$ cat src/rtl/psplit_pkg.sv
package psplit_pkg;
  parameter int unsigned DEF_SLOTS = 8;
  parameter int unsigned DEF_OP_W  = 32;
  parameter int unsigned DEF_CHAIN = 0;
endpackage

$ cat src/rtl/psplit_window.sv
module psplit_window #(
  parameter int unsigned SLOTS = psplit_pkg::DEF_SLOTS,
  parameter int unsigned OP_W  = psplit_pkg::DEF_OP_W,
  parameter int unsigned CHAIN = psplit_pkg::DEF_CHAIN,
  localparam int unsigned IW   = $clog2(SLOTS),
  localparam int unsigned PW   = SLOTS * OP_W
) (
  input  logic [PW-1:0]    pkt,
  input  logic [IW-1:0]    start,
  output logic [SLOTS-1:0] mask,
  output logic [IW-1:0]    end_idx,
  output logic             at_tail,
  output logic             open_tail
);
  logic [SLOTS-1:0] chain;

  genvar g;
  generate
    for (g = 0; g < SLOTS; g++) begin : g_chain
      assign chain[g] = pkt[g*OP_W + CHAIN];
    end
  endgenerate

  always_comb begin
    logic alive;
    alive   = 1'b0;
    mask    = '0;
    end_idx = '0;
    for (int i = 0; i < SLOTS; i++) begin
      if (IW'(i) == start) alive = 1'b1;
      mask[i] = alive;
      if (alive) end_idx = IW'(i);
      if (alive && !chain[i]) alive = 1'b0;
    end
  end

  assign at_tail   = mask[SLOTS-1];
  assign open_tail = mask[SLOTS-1] & chain[SLOTS-1];
endmodule

$ cat src/rtl/psplit_state.sv
module psplit_state #(
  parameter int unsigned SLOTS = psplit_pkg::DEF_SLOTS,
  parameter int unsigned OP_W  = psplit_pkg::DEF_OP_W,
  localparam int unsigned IW   = $clog2(SLOTS),
  localparam int unsigned PW   = SLOTS * OP_W
) (
  input  logic          clk,
  input  logic          rst_n,
  input  logic          load,
  input  logic [PW-1:0] load_data,
  input  logic          advance,
  input  logic          adv_tail,
  input  logic [IW-1:0] end_idx,
  output logic          held,
  output logic [PW-1:0] pkt_q,
  output logic [IW-1:0] start_q
);
  logic          held_d;
  logic [IW-1:0] start_d;
  logic          start_en;

  always_comb begin
    held_d   = held;
    start_d  = start_q;
    start_en = 1'b0;
    if (advance) begin
      start_en = 1'b1;
      if (adv_tail) begin
        held_d  = 1'b0;
        start_d = '0;
      end else begin
        start_d = end_idx + IW'(1);
      end
    end
    if (load) begin
      held_d   = 1'b1;
      start_d  = '0;
      start_en = 1'b1;
    end
  end

  always_ff @(posedge clk or negedge rst_n) begin
    if (!rst_n) begin
      held    <= 1'b0;
      start_q <= '0;
    end else begin
      held <= held_d;
      if (start_en) start_q <= start_d;
    end
  end

  always_ff @(posedge clk) begin
    if (load) pkt_q <= load_data;
  end

  // New packets always begin at slot 0
  p_fresh_start_r8: assert property (@(posedge clk) disable iff (!rst_n)
    $rose(held) |-> start_q == '0);
  // A slot-7 issue empties the holder unless a packet is loaded alongside
  p_tail_drains_r6: assert property (@(posedge clk) disable iff (!rst_n)
    advance && adv_tail && !load |=> !held);
endmodule

$ cat src/rtl/packet_splitter.sv
module packet_splitter #(
  parameter int unsigned SLOTS = psplit_pkg::DEF_SLOTS,
  parameter int unsigned OP_W  = psplit_pkg::DEF_OP_W,
  parameter int unsigned CHAIN = psplit_pkg::DEF_CHAIN,
  localparam int unsigned IW   = $clog2(SLOTS),
  localparam int unsigned PW   = SLOTS * OP_W
) (
  input  logic             clk,
  input  logic             rst_n,
  input  logic             fetch_valid,
  output logic             fetch_ready,
  input  logic [PW-1:0]    fetch_data,
  output logic             issue_valid,
  input  logic             issue_ready,
  output logic [PW-1:0]    issue_ops,
  output logic [SLOTS-1:0] issue_mask,
  output logic             issue_span_err
);
  logic          held;
  logic [PW-1:0] pkt_q;
  logic [IW-1:0] start_q;
  logic [IW-1:0] end_idx;
  logic          at_tail;
  logic          open_tail;
  logic          advance;
  logic [SLOTS-1:0] win_mask;

  psplit_window #(.SLOTS(SLOTS), .OP_W(OP_W), .CHAIN(CHAIN)) u_window (
    .pkt       (pkt_q),
    .start     (start_q),
    .mask      (win_mask),
    .end_idx   (end_idx),
    .at_tail   (at_tail),
    .open_tail (open_tail)
  );

  assign advance     = held & issue_ready;
  assign fetch_ready = ~held | (advance & at_tail);

  psplit_state #(.SLOTS(SLOTS), .OP_W(OP_W)) u_state (
    .clk       (clk),
    .rst_n     (rst_n),
    .load      (fetch_valid & fetch_ready),
    .load_data (fetch_data),
    .advance   (advance),
    .adv_tail  (at_tail),
    .end_idx   (end_idx),
    .held      (held),
    .pkt_q     (pkt_q),
    .start_q   (start_q)
  );

  assign issue_valid    = held;
  assign issue_mask     = held ? win_mask : '0;
  assign issue_span_err = held & open_tail;

  genvar g;
  generate
    for (g = 0; g < SLOTS; g++) begin : g_slot
      assign issue_ops[g*OP_W +: OP_W] = issue_mask[g] ? pkt_q[g*OP_W +: OP_W] : '0;
    end
  endgenerate

  p_hold_r7: assert property (@(posedge clk) disable iff (!rst_n)
    issue_valid && !issue_ready |=> issue_valid && $stable(issue_mask)
      && $stable(issue_ops) && $stable(issue_span_err));
  p_fetch_ready_r6: assert property (@(posedge clk) disable iff (!rst_n)
    fetch_ready && issue_valid |-> issue_ready && issue_mask[SLOTS-1]);
  p_span_err_r5: assert property (@(posedge clk) disable iff (!rst_n)
    issue_span_err |-> issue_valid && issue_mask[SLOTS-1]);
  p_mask_nonempty_r2: assert property (@(posedge clk) disable iff (!rst_n)
    issue_valid |-> issue_mask != '0);
  p_no_bubble_r9: assert property (@(posedge clk) disable iff (!rst_n)
    fetch_valid && fetch_ready |=> issue_valid && issue_mask[0]);
endmodule

$ cat config.mk
export PLATFORM = sky130hd
export DESIGN_NAME = packet_splitter
export DESIGN_NICKNAME = d
export VERILOG_FILES = /design/src/rtl/psplit_pkg.sv /design/src/rtl/psplit_window.sv /design/src/rtl/psplit_state.sv /design/src/rtl/packet_splitter.sv
export SDC_FILE = /design/constraint.sdc
export NUM_CORES = 1
export LEC_CHECK = 0
export BUFFER_PORTS_ARGS = -buffer_cell sky130_fd_sc_hd__buf_4
export CORE_AREA = 2 2 208 210
export CTS_CLUSTER_SIZE = 10
export DETAILED_ROUTE_END_ITERATION = 6
export DIE_AREA = 0 0 210 212
export PLACE_DENSITY = 0.5
export SYNTH_ARGS = -nofsm -noshare
export SYNTH_HDL_FRONTEND = slang
export SYNTH_HIERARCHICAL = 1
export SYNTH_SLANG_ARGS = --single-unit
$ cat constraint.sdc
create_clock -name clk -period 47.3 [get_ports clk]
set_input_delay 9.46 -clock clk [delete_from_list [all_inputs] [get_ports clk]]
set_output_delay 9.46 -clock clk [all_outputs]
set_load 0.1 [all_outputs]
==> results of run 1 <==
-- worst paths after layout --
| path | slack [ns] | to | startpoint | depth (start not counted) |
|---|---|---|---|---|
| min in group asynchronous | 8.72 | u_state/start_q[0]$_DFFE_PN0P_ | rst_n | 1 |
| min | 0.72 | u_state/start_q[0]$_DFFE_PN0P_ | u_state/start_q[0]$_DFFE_PN0P_ | 2 |
| max | 27.80 | fetch_ready | issue_ready | 4 |
| max in group asynchronous | 38.46 | u_state/held$_DFFE_PN0P_ | rst_n | 1 |
| min reg2reg | 0.72 | u_state/start_q[0]$_DFFE_PN0P_ | u_state/start_q[0]$_DFFE_PN0P_ | 2 |
| max reg2reg | 42.92 | u_state/start_q[2]$_DFFE_PN0P_ | u_state/start_q[1]$_DFFE_PN0P_ | 10 |
-- kinds of logic (layout without fill, tap and decap cells) --
family                     count (synthesis)  count (layout)  synth area share, %
DFF                                      260             260                 77.6
AOI/OAI and AO/OA                         26              26                 1.72
and+or+nand+nor                          288             288                 17.7
xor gates and xnor gates                   1               1               0.0873
other                                      0               1                    0
buffers and inverters                     65             596                 2.83
adders and majority gates                  1               1                0.125
-- sequential cells by signal, summed over array words and instances (netlist names) --
signal,flops
u_state/start_q,3
u_state/held,1
u_state/pkt_q,256
-- per-layer routing --
layer  global-route usage [%]  share of wire [%]  up-vias
met5                        0                  0        -
met4                     5.36                2.8        0
met3                     5.26                8.5       54
met2                     21.9                 47      319
met1                     17.1                 41     3522
li1                         -                  -     3473
-- critical path: cells and delay by family --
family / cells / cell delay (ns)
simple gates: 2 / 0.20
buf+inv: 2 / 0.38
-- cell type report --
class | instances | area, um2
Tap cell | 546 | 683
Multi-Input combinational cell | 316 | 2010
Antenna cell | 1 | 2.50
Inverter | 8 | 30.0
Timing Repair Buffer | 537 | 4040
Clock inverter | 8 | 63.8
Fill cell | 4138 | 26900
Clock buffer | 43 | 948
Sequential cell | 260 | 7790
-- through the flow --
step | setup WS, ns | util, % | instance area, um2 | hold slack [ns] | cells
after detailed placement | 27.80 | 34.3 | 14600 | 0.692 | 1667
final | 27.80 | 36.6 | 15600 | 0.716 | 1719
after floorplan | 17.78 | - | 10000 | 0.479 | 641
after global placement | 27.79 | 34.3 | 14600 | 0.688 | 1667
after CTS | 27.80 | 36.6 | 15600 | 0.709 | 1718
after global routing | 27.76 | 36.6 | 15600 | 0.746 | 1719
-- cell usage in the layout, fill, tap and decap left out, types with 2 or more instances in the layout --
cell,count
o21ai_0,4
and3_1,256
edfxtp_1,256
clkinv_2,3
nand2_1,7
clkbuf_1,6
nand2b_1,2
nor2_1,5
a21oi_1,6
dfrtp_1,3
clkinv_1,3
inv_1,7
buf_4,536
and2_1,11
clkbuf_16,37
nor3_2,2
==> impl_metrics.csv, run 1 <==
group,metric,value,unit
yosys,yosysSeqAreaShare,77.6,%
clocking,clk_path_buf_depth,3,
clocking,tritoncts,"done",
yosys,synth_common_cells,"256 x and3_1, 256 x edfxtp_1, 29 x clkbuf_1",
global_route,grt_start_max_net_pins,154,
critical_path,max_stage_delay,0.29,ns
placement,dp_hpwl,22.3,mm
yosys,ys_types,37,
global_route,gr-usage-all-layers,13.8,%
global_route,first_global_vias,7556,
sta,grt_setup_unrepaired,"false",
sta,fin_crit,19.50,ns
sta,setup_viol,0,
sta,final_hold_viol_count,0,
yosys,avgSynthCellArea,15.7,um2
run,max_cap_viol_count,0,
global_route,grt_pass1_wl,46.3,mm
sta,fin_crit_sh,41.2,%
floorplanning,die_h,212,um
floorplanning,dieArea,44500,um2
detailed_routing,wl,32.5,mm
clocking,cts_made_buffers,34,
global_route,antenna_found_initial,1,
detailed_routing,initialDrtViolationCount,493,
clocking,post_cts_resized,0,
clocking,root_buffer,"clkbuf_16",
critical_path,slowest_stage,"buf_4",
clocking,htree_levels,2,
floorplanning,dieWidth,210,um
sta,max_clock_freq,0.0513,GHz
critical_path,crit_path_start_kind,"input pin",
yosys,synth_flop_cell,"edfxtp_1",
yosys,synth-edff-count,256,
yosys,synth_cells,641,
status,status,"completed",
critical_path,crit_path_end_kind,"output pin",
yosys,yosysWarnings,6,
yosys,synth_top_cell_by_area,"edfxtp_1",
yosys,yosys-top-cells-area,"edfxtp_1 77%, and3_1 16%, buf_2 1.2%",
sta,drv_slew,0,
sta,relSlewSlack,29.6,%
detailed_routing,vias,7368,
clocking,clk_pin_slew,0.06,ns
detailed_routing,postRouteAntennaNets,0,
detailed_routing,via_per_inst,4.29,
yosys,synthesis.area,10000,um2
detailed_routing,wl_per_cell,18.9,um
sta,finalClockSkew,0.0200,ns
critical_path,worstPathMaxFanout,2,
sta,worst_pin_slew,1.06,ns
yosys,synthArstFlopShare,1.54,%
detailed_routing,dr.pass1.iters,4,
finish,layout.nets,1418,
critical_path,required,37.84,ns
yosys,synth-seq-cells,260,
clocking,postCtsHoldBufs,0,
global_route,globalRouteOverflowTotal,0,
finish,area_delta_synth_final,55.1,%
yosys,synth_nets,902,
clocking,cts_setup_buffers,0,
critical_path,crit_type,"in -> out",
placement,place.gp.congestion,0.759,
clocking,clk_latency,0.52,ns
finish,layout-drive-gt1-share,50.2,%
sta,tns,0,ns
clocking,clock-sinks,260,
floorplanning,start_util,23.6,%
detailed_routing,drc,0,
floorplanning,coreArea,42500,um2
critical_path,cp.arrival,10.04,ns
floorplanning,rows,76,
floorplanning,ios,527,
critical_path,cp_cell_sequence,"buf_4, nand2_1, nand2_1, buf_4",
min_path,hp-class,"reg -> reg",
placement,place.port_buffers,526,
yosys,synth_top_area_share,76.6,%
Power of run 1 is left out: the tool's default activity adds up to more than one toggle a clock period on the data nets, which glitch-free logic cannot reach.
==> run 2: changes to the inputs <==
--- a/config.mk
+++ b/config.mk
@@ -5,12 +5,13 @@
 export SDC_FILE = /design/constraint.sdc
 export NUM_CORES = 1
 export LEC_CHECK = 0
+export ABC_AREA = 1
 export BUFFER_PORTS_ARGS = -buffer_cell sky130_fd_sc_hd__buf_4
-export CORE_AREA = 2 2 208 210
+export CORE_AREA = 2 2 206 208
 export CTS_CLUSTER_SIZE = 10
 export DETAILED_ROUTE_END_ITERATION = 6
-export DIE_AREA = 0 0 210 212
-export PLACE_DENSITY = 0.5
+export DIE_AREA = 0 0 208 210
+export PLACE_DENSITY = 0.54
 export SYNTH_ARGS = -nofsm -noshare
 export SYNTH_HDL_FRONTEND = slang
 export SYNTH_HIERARCHICAL = 1
==> constraint.sdc (replaced) <==
create_clock -name clk -period 19.4 [get_ports clk]
set_input_delay 3.88 -clock clk [delete_from_list [all_inputs] [get_ports clk]]
set_output_delay 3.88 -clock clk [all_outputs]
set_load 0.1 [all_outputs]
==> impl_metrics.csv, run 2 <==
group,metric,value,unit
status,status,"completed",
placement,place.port_buffers,526,
placement,dp_cells,1930,
yosys,yosysWarnings,6,
sta,drv_slew,0,
detailed_routing,initialDrtViolationCount,365,
placement,dp_hpwl,22.5,mm
global_route,grt_start_max_net_pins,188,
critical_path,crit_type,"in -> out",
yosys,ys_types,24,
clocking,clk_pin_slew,0.05,ns
clocking,tritoncts,"done",
sta,tns,0,ns
finish,fill_cells,4065,
detailed_routing,via_per_inst,3.80,
finish,reg_top3,"u_state/pkt_q (256), u_state/start_q (3), u_state/held (1)",
detailed_routing,dr.pass1.iters,4,
sta,grt_setup_unrepaired,"false",
floorplanning,dieWidth,208,um
clocking,cts_made_buffers,31,
finish,finalNonFillerCells,1972,
yosys,synth-edff-count,256,
min_path,hp-class,"reg -> reg",
finish,final_util,39.7,%
finish,largest_reg_flops,256,
yosys,synth-seq-cells,260,
critical_path,required,15.52,ns
clocking,clock-sinks,260,
yosys,synth_top_area_share,68.2,%
floorplanning,rows,75,
yosys,yosys-top-cells-area,"edfxtp_1 68%, inv_1 9.4%, nor2_4 6.1%",
global_route,antenna_found_initial,0,
sta,finalClockSkew,0.0256,ns
sta,final_hold_viol_count,0,
detailed_routing,wl,30.1,mm
floorplanning,dieArea,43700,um2
yosys,synth_cells,888,
critical_path,crit_path_end_kind,"output pin",
detailed_routing,drc,0,
yosys,yosysSeqAreaShare,69.1,%
detailed_routing,wl_per_cell,15.3,um
floorplanning,ios,527,
yosys,synthArstFlopShare,1.54,%
yosys,synth_flop_cell,"edfxtp_1",
detailed_routing,vias,7496,
global_route,gr-usage-all-layers,13.1,%
floorplanning,die_h,210,um
finish,layout-drive-gt1-share,52.4,%
sta,fin_crit,8.31,ns
yosys,avgSynthCellArea,12.7,um2
finish,diodes,0,
yosys,synthesis.area,11300,um2
floorplanning,start_util,27.2,%
finish,layout_common_cells,"528 x buf_4, 281 x inv_1, 256 x edfxtp_1",
clocking,clk_path_buf_depth,3,
clocking,cts_setup_buffers,0,
global_route,first_global_vias,7579,
yosys,synth_common_cells,"281 x inv_1, 256 x edfxtp_1, 107 x nor2_2",
clocking,postCtsHoldBufs,0,
detailed_routing,postRouteAntennaNets,0,
floorplanning,coreArea,41500,um2
yosys,synth_top_cell_by_area,"edfxtp_1",
clocking,post_cts_resized,0,
sta,fin_crit_sh,42.8,%
sta,setup_viol,0,
finish,area_delta_synth_final,46.0,%
sta,relSlewSlack,20.8,%
yosys,synth_nets,1149,
critical_path,worstPathMaxFanout,2,
clocking,clk_latency,0.57,ns
clocking,root_buffer,"clkbuf_16",
clocking,htree_levels,1,
sta,worst_pin_slew,1.19,ns
finish,layout.nets,1685,
run,max_cap_viol_count,0,
finish,final_common_cell,"buf_4",
critical_path,cp.arrival,4.43,ns
finish,seqCellArea,7790,um2
finish,multi_input_area,2110,um2
global_route,globalRouteOverflowTotal,0,
placement,place.gp.congestion,0.791,
yosys,synth_most_common_cell,"inv_1",
global_route,grt_pass1_wl,44.6,mm
critical_path,crit_path_start_kind,"input pin",
finish,regMostFlops,"u_state/pkt_q",
sta,max_clock_freq,0.120,GHz
run 2: cell types whose count changed after synthesis, moves of 5 or more:
| cell | previous run | this run |
|---|---|---|
| and2_1 | 11 | 0 |
| buf_6 | 0 | 11 |
| and3_1 | 256 | 0 |
| clkbuf_1 | 29 | 0 |
| nor2_2 | 0 | 107 |
| buf_2 | 25 | 6 |
| buf_12 | 0 | 7 |
| inv_1 | 7 | 281 |
| nand2_1 | 7 | 26 |
| nor2_1 | 5 | 94 |
| nor2_4 | 0 | 61 |
| nand2_2 | 0 | 5 |
| nand2_8 | 0 | 6 |
run 2: per-layer routing:
metal  up-vias  global-route usage, %  routed length [um]
li1       3720                      -                   -
met1      3435                   15.0               11400
met2       290                   23.6               15700
met3        51                   3.19                2020
met4         0                   5.26                 985
met5         -                      0                   0
run 2: worst paths after layout:
kind	start	endpoint	slack, ns	cells past startpoint
max	issue_ready	fetch_ready	11.09	4
min	u_state/start_q[0]$_DFFE_PN0P_	u_state/start_q[0]$_DFFE_PN0P_	0.62	2
max reg2reg	u_state/start_q[1]$_DFFE_PN0P_	u_state/pkt_q[94]$_DFFE_PP_	15.32	15
min reg2reg	u_state/start_q[0]$_DFFE_PN0P_	u_state/start_q[0]$_DFFE_PN0P_	0.62	2
max in group asynchronous	rst_n	u_state/start_q[2]$_DFFE_PN0P_	16.19	1
min in group asynchronous	rst_n	u_state/start_q[1]$_DFFE_PN0P_	3.11	1
run 2: kinds of logic after synthesis:
family                     after synthesis  synth area share [%]
buffers and inverters                  309                  12.2
adders and majority gates                1                 0.111
AOI/OAI and AO/OA                        8                 0.377
DFF                                    260                  69.1
and+or+nand+nor                        310                  18.2
run 2: worst max-delay path, stage by stage:
cell     delay (ns)
buf_4          0.08
nand2_1        0.09
nand2_1        0.08
buf_4          0.30
run 2: metrics by stage:
stage,setup WS [ns],hold WS (ns),area [um2]
5_1_grt,11.04,0.645,16500
3_5_place_dp,11.09,0.604,15600
3_3_place_gp,11.08,0.598,15600
4_1_cts,11.09,0.617,16500
6_report,11.09,0.619,16500
2_1_floorplan,1.66,0.545,11300
run 2: cell type report:
type                            instances  share of cell area [%]
Multi-Input combinational cell        319                    12.9
Clock inverter                          5                   0.190
Tap cell                              539                    4.10
Timing Repair Buffer                  529                    24.2
Inverter                              283                    6.46
Clock buffer                           37                    4.85
Sequential cell                       260                    47.3
Power of run 2 is left out for the same reason.
==> run 3: changes to the inputs <==
==> constraint.sdc (replaced) <==
create_clock -name clk -period 8.5 [get_ports clk]
set_input_delay 1.7 -clock clk [delete_from_list [all_inputs] [get_ports clk]]
set_output_delay 1.7 -clock clk [all_outputs]
set_load 0.1 [all_outputs]
==> impl_metrics.csv, run 3 (same netlist as run 2, synthesis figures left out) <==
group,metric,value,unit
status,status,"completed",
sta,final_hold_viol_count,0,
finish,area_delta_synth_final,46.0,%
critical_path,worst-r2r-setup-slack,4.94,ns
floorplanning,die_h,210,um
floorplanning,dieWidth,208,um
finish,fill_cells,4086,
critical_path,crit_type,"reg -> out",
global_route,grt_pass1_wl,44.6,mm
critical_path,reg2reg_depth,14,
clocking,clk_latency,0.56,ns
floorplanning,coreArea,41500,um2
detailed_routing,initialDrtViolationCount,277,
floorplanning,rows,75,
detailed_routing,drc,0,
placement,dp_hpwl,23.0,mm
finish,layout-drive-gt1-share,52.3,%
finish,layout.nets,1685,
placement,place.gp.congestion,0.811,
min_path,worstHoldPathCells,2,
finish,layout_common_cells,"528 x buf_4, 281 x inv_1, 256 x edfxtp_1",
sta,grt_setup_unrepaired,"false",
floorplanning,start_util,27.2,%
sta,fin_crit,5.07,ns
clocking,post_cts_resized,0,
critical_path,required,6.80,ns
finish,regMostFlops,"u_state/pkt_q",
detailed_routing,via_per_inst,3.84,
global_route,globalRouteOverflowTotal,0,
run,max_cap_viol_count,0,
min_path,holdPathEnd,"u_state/start_q[0]$_DFFE_PN0P_",
sta,fin_crit_sh,59.6,%
clocking,htree_levels,1,
sta,max_clock_freq,0.197,GHz
global_route,antenna_found_initial,1,
clocking,root_buffer,"clkbuf_16",
detailed_routing,postRouteAntennaNets,0,
finish,final_common_cell,"buf_4",
critical_path,worst_r2r_endpoint,"u_state/pkt_q[212]$_DFFE_PP_",
min_path,hp-class,"reg -> reg",
clocking,clock-sinks,260,
clocking,clk_pin_slew,0.05,ns
placement,place.port_buffers,526,
clocking,clk_path_buf_depth,3,
floorplanning,dieArea,43700,um2
detailed_routing,dr.pass1.iters,5,
clocking,cts_made_buffers,31,
sta,tns,0,ns
critical_path,cp.arrival,3.37,ns
sta,relSlewSlack,22.6,%
global_route,grt_start_max_net_pins,167,
clocking,cts_setup_buffers,0,
global_route,gr-usage-all-layers,13.2,%
critical_path,crit_path_start_kind,"flip-flop",
global_route,first_global_vias,7666,
clocking,tritoncts,"done",
critical_path,worstPathMaxFanout,33,
sta,worst_pin_slew,1.16,ns
detailed_routing,wl_per_cell,15.4,um
critical_path,crit_path_end_kind,"output pin",
sta,drv_slew,0,
floorplanning,ios,527,
sta,setup_viol,0,
detailed_routing,vias,7580,
finish,reg_top3,"u_state/pkt_q (256), u_state/start_q (3), u_state/held (1)",
critical_path,r2r_start,"u_state/start_q[1]$_DFFE_PN0P_",
sta,finalClockSkew,0.0296,ns
detailed_routing,wl,30.4,mm
clocking,postCtsHoldBufs,0,
finish,largest_reg_flops,256,
min_path,hp-start,"u_state/start_q[0]$_DFFE_PN0P_",
run 3: changes by cell type in the layout (fill, tap and decap cells not counted), sizes merged:
cell      change
diode         +1
inv           -1
clkinvlp      -2
clkinv        +4
run 3: layer usage:
metal | global-route usage [%] | up-vias | wire length, um
li1 | - | 3728 | -
met1 | 15.4 | 3524 | 11700
met2 | 23.5 | 284 | 15700
met3 | 3.59 | 44 | 2340
met4 | 4.52 | 0 | 773
met5 | 0 | - | 0
run 3: worst max-delay path by stage:
stage               slack (ns)  depth (start not counted)                        endpoint                            from
finish                    3.43                         14                  issue_ops[247]  u_state/start_q[1]$_DFFE_PN0P_
global route              3.06                         14                  issue_ops[247]  u_state/start_q[1]$_DFFE_PN0P_
CTS                       3.34                         14                  issue_ops[240]  u_state/start_q[1]$_DFFE_PN0P_
detailed placement        3.95                         14                  issue_ops[240]  u_state/start_q[1]$_DFFE_PN0P_
global placement          4.16                         14                  issue_ops[237]  u_state/start_q[1]$_DFFE_PN0P_
floorplan                 1.73                          5  u_state/start_q[0]$_DFFE_PN0P_                     issue_ready
run 3: area by class of cell:
cell class	instances	area, um2	area share, %
clock inverter	6	25.0	0.152
multi-input combinational	319	2110	12.9
clock buffer	37	798	4.85
tap	539	674	4.10
sequential	260	7790	47.3
antenna	1	2.50	0.0152
timing repair buffer	529	3980	24.2
inverter	283	1060	6.46
run 3: per-stage QoR:
stage | hold slack (ns) | utilization, % | setup slack (ns) | instances | cell area (um2)
5_1_grt | 0.648 | 39.7 | 3.06 | 1973 | 16400
6_report | 0.610 | 39.7 | 3.43 | 1974 | 16400
4_1_cts | 0.611 | 39.7 | 3.34 | 1973 | 16400
3_5_place_dp | 0.599 | 37.7 | 3.95 | 1930 | 15600
2_1_floorplan | 0.545 | - | 1.73 | 888 | 11300
3_3_place_gp | 0.583 | 37.7 | 4.16 | 1930 | 15600
run 3: critical path, cell delays in order, from the launching register on:
cell and delay [ns]:
dfrtp_1 0.44, nor2_2 0.17, nand3_2 0.09, nand2_2 0.14, nand2_2 0.08, nand2_4 0.11, nand2_4 0.06, nand2_4 0.07
nand3_2 0.08, nand3_2 0.09, nand2_2 0.08, inv_1 0.11, nand2_1 0.62, nor2_1 0.34, buf_4 0.34
Power of run 3 is left out for the same reason.
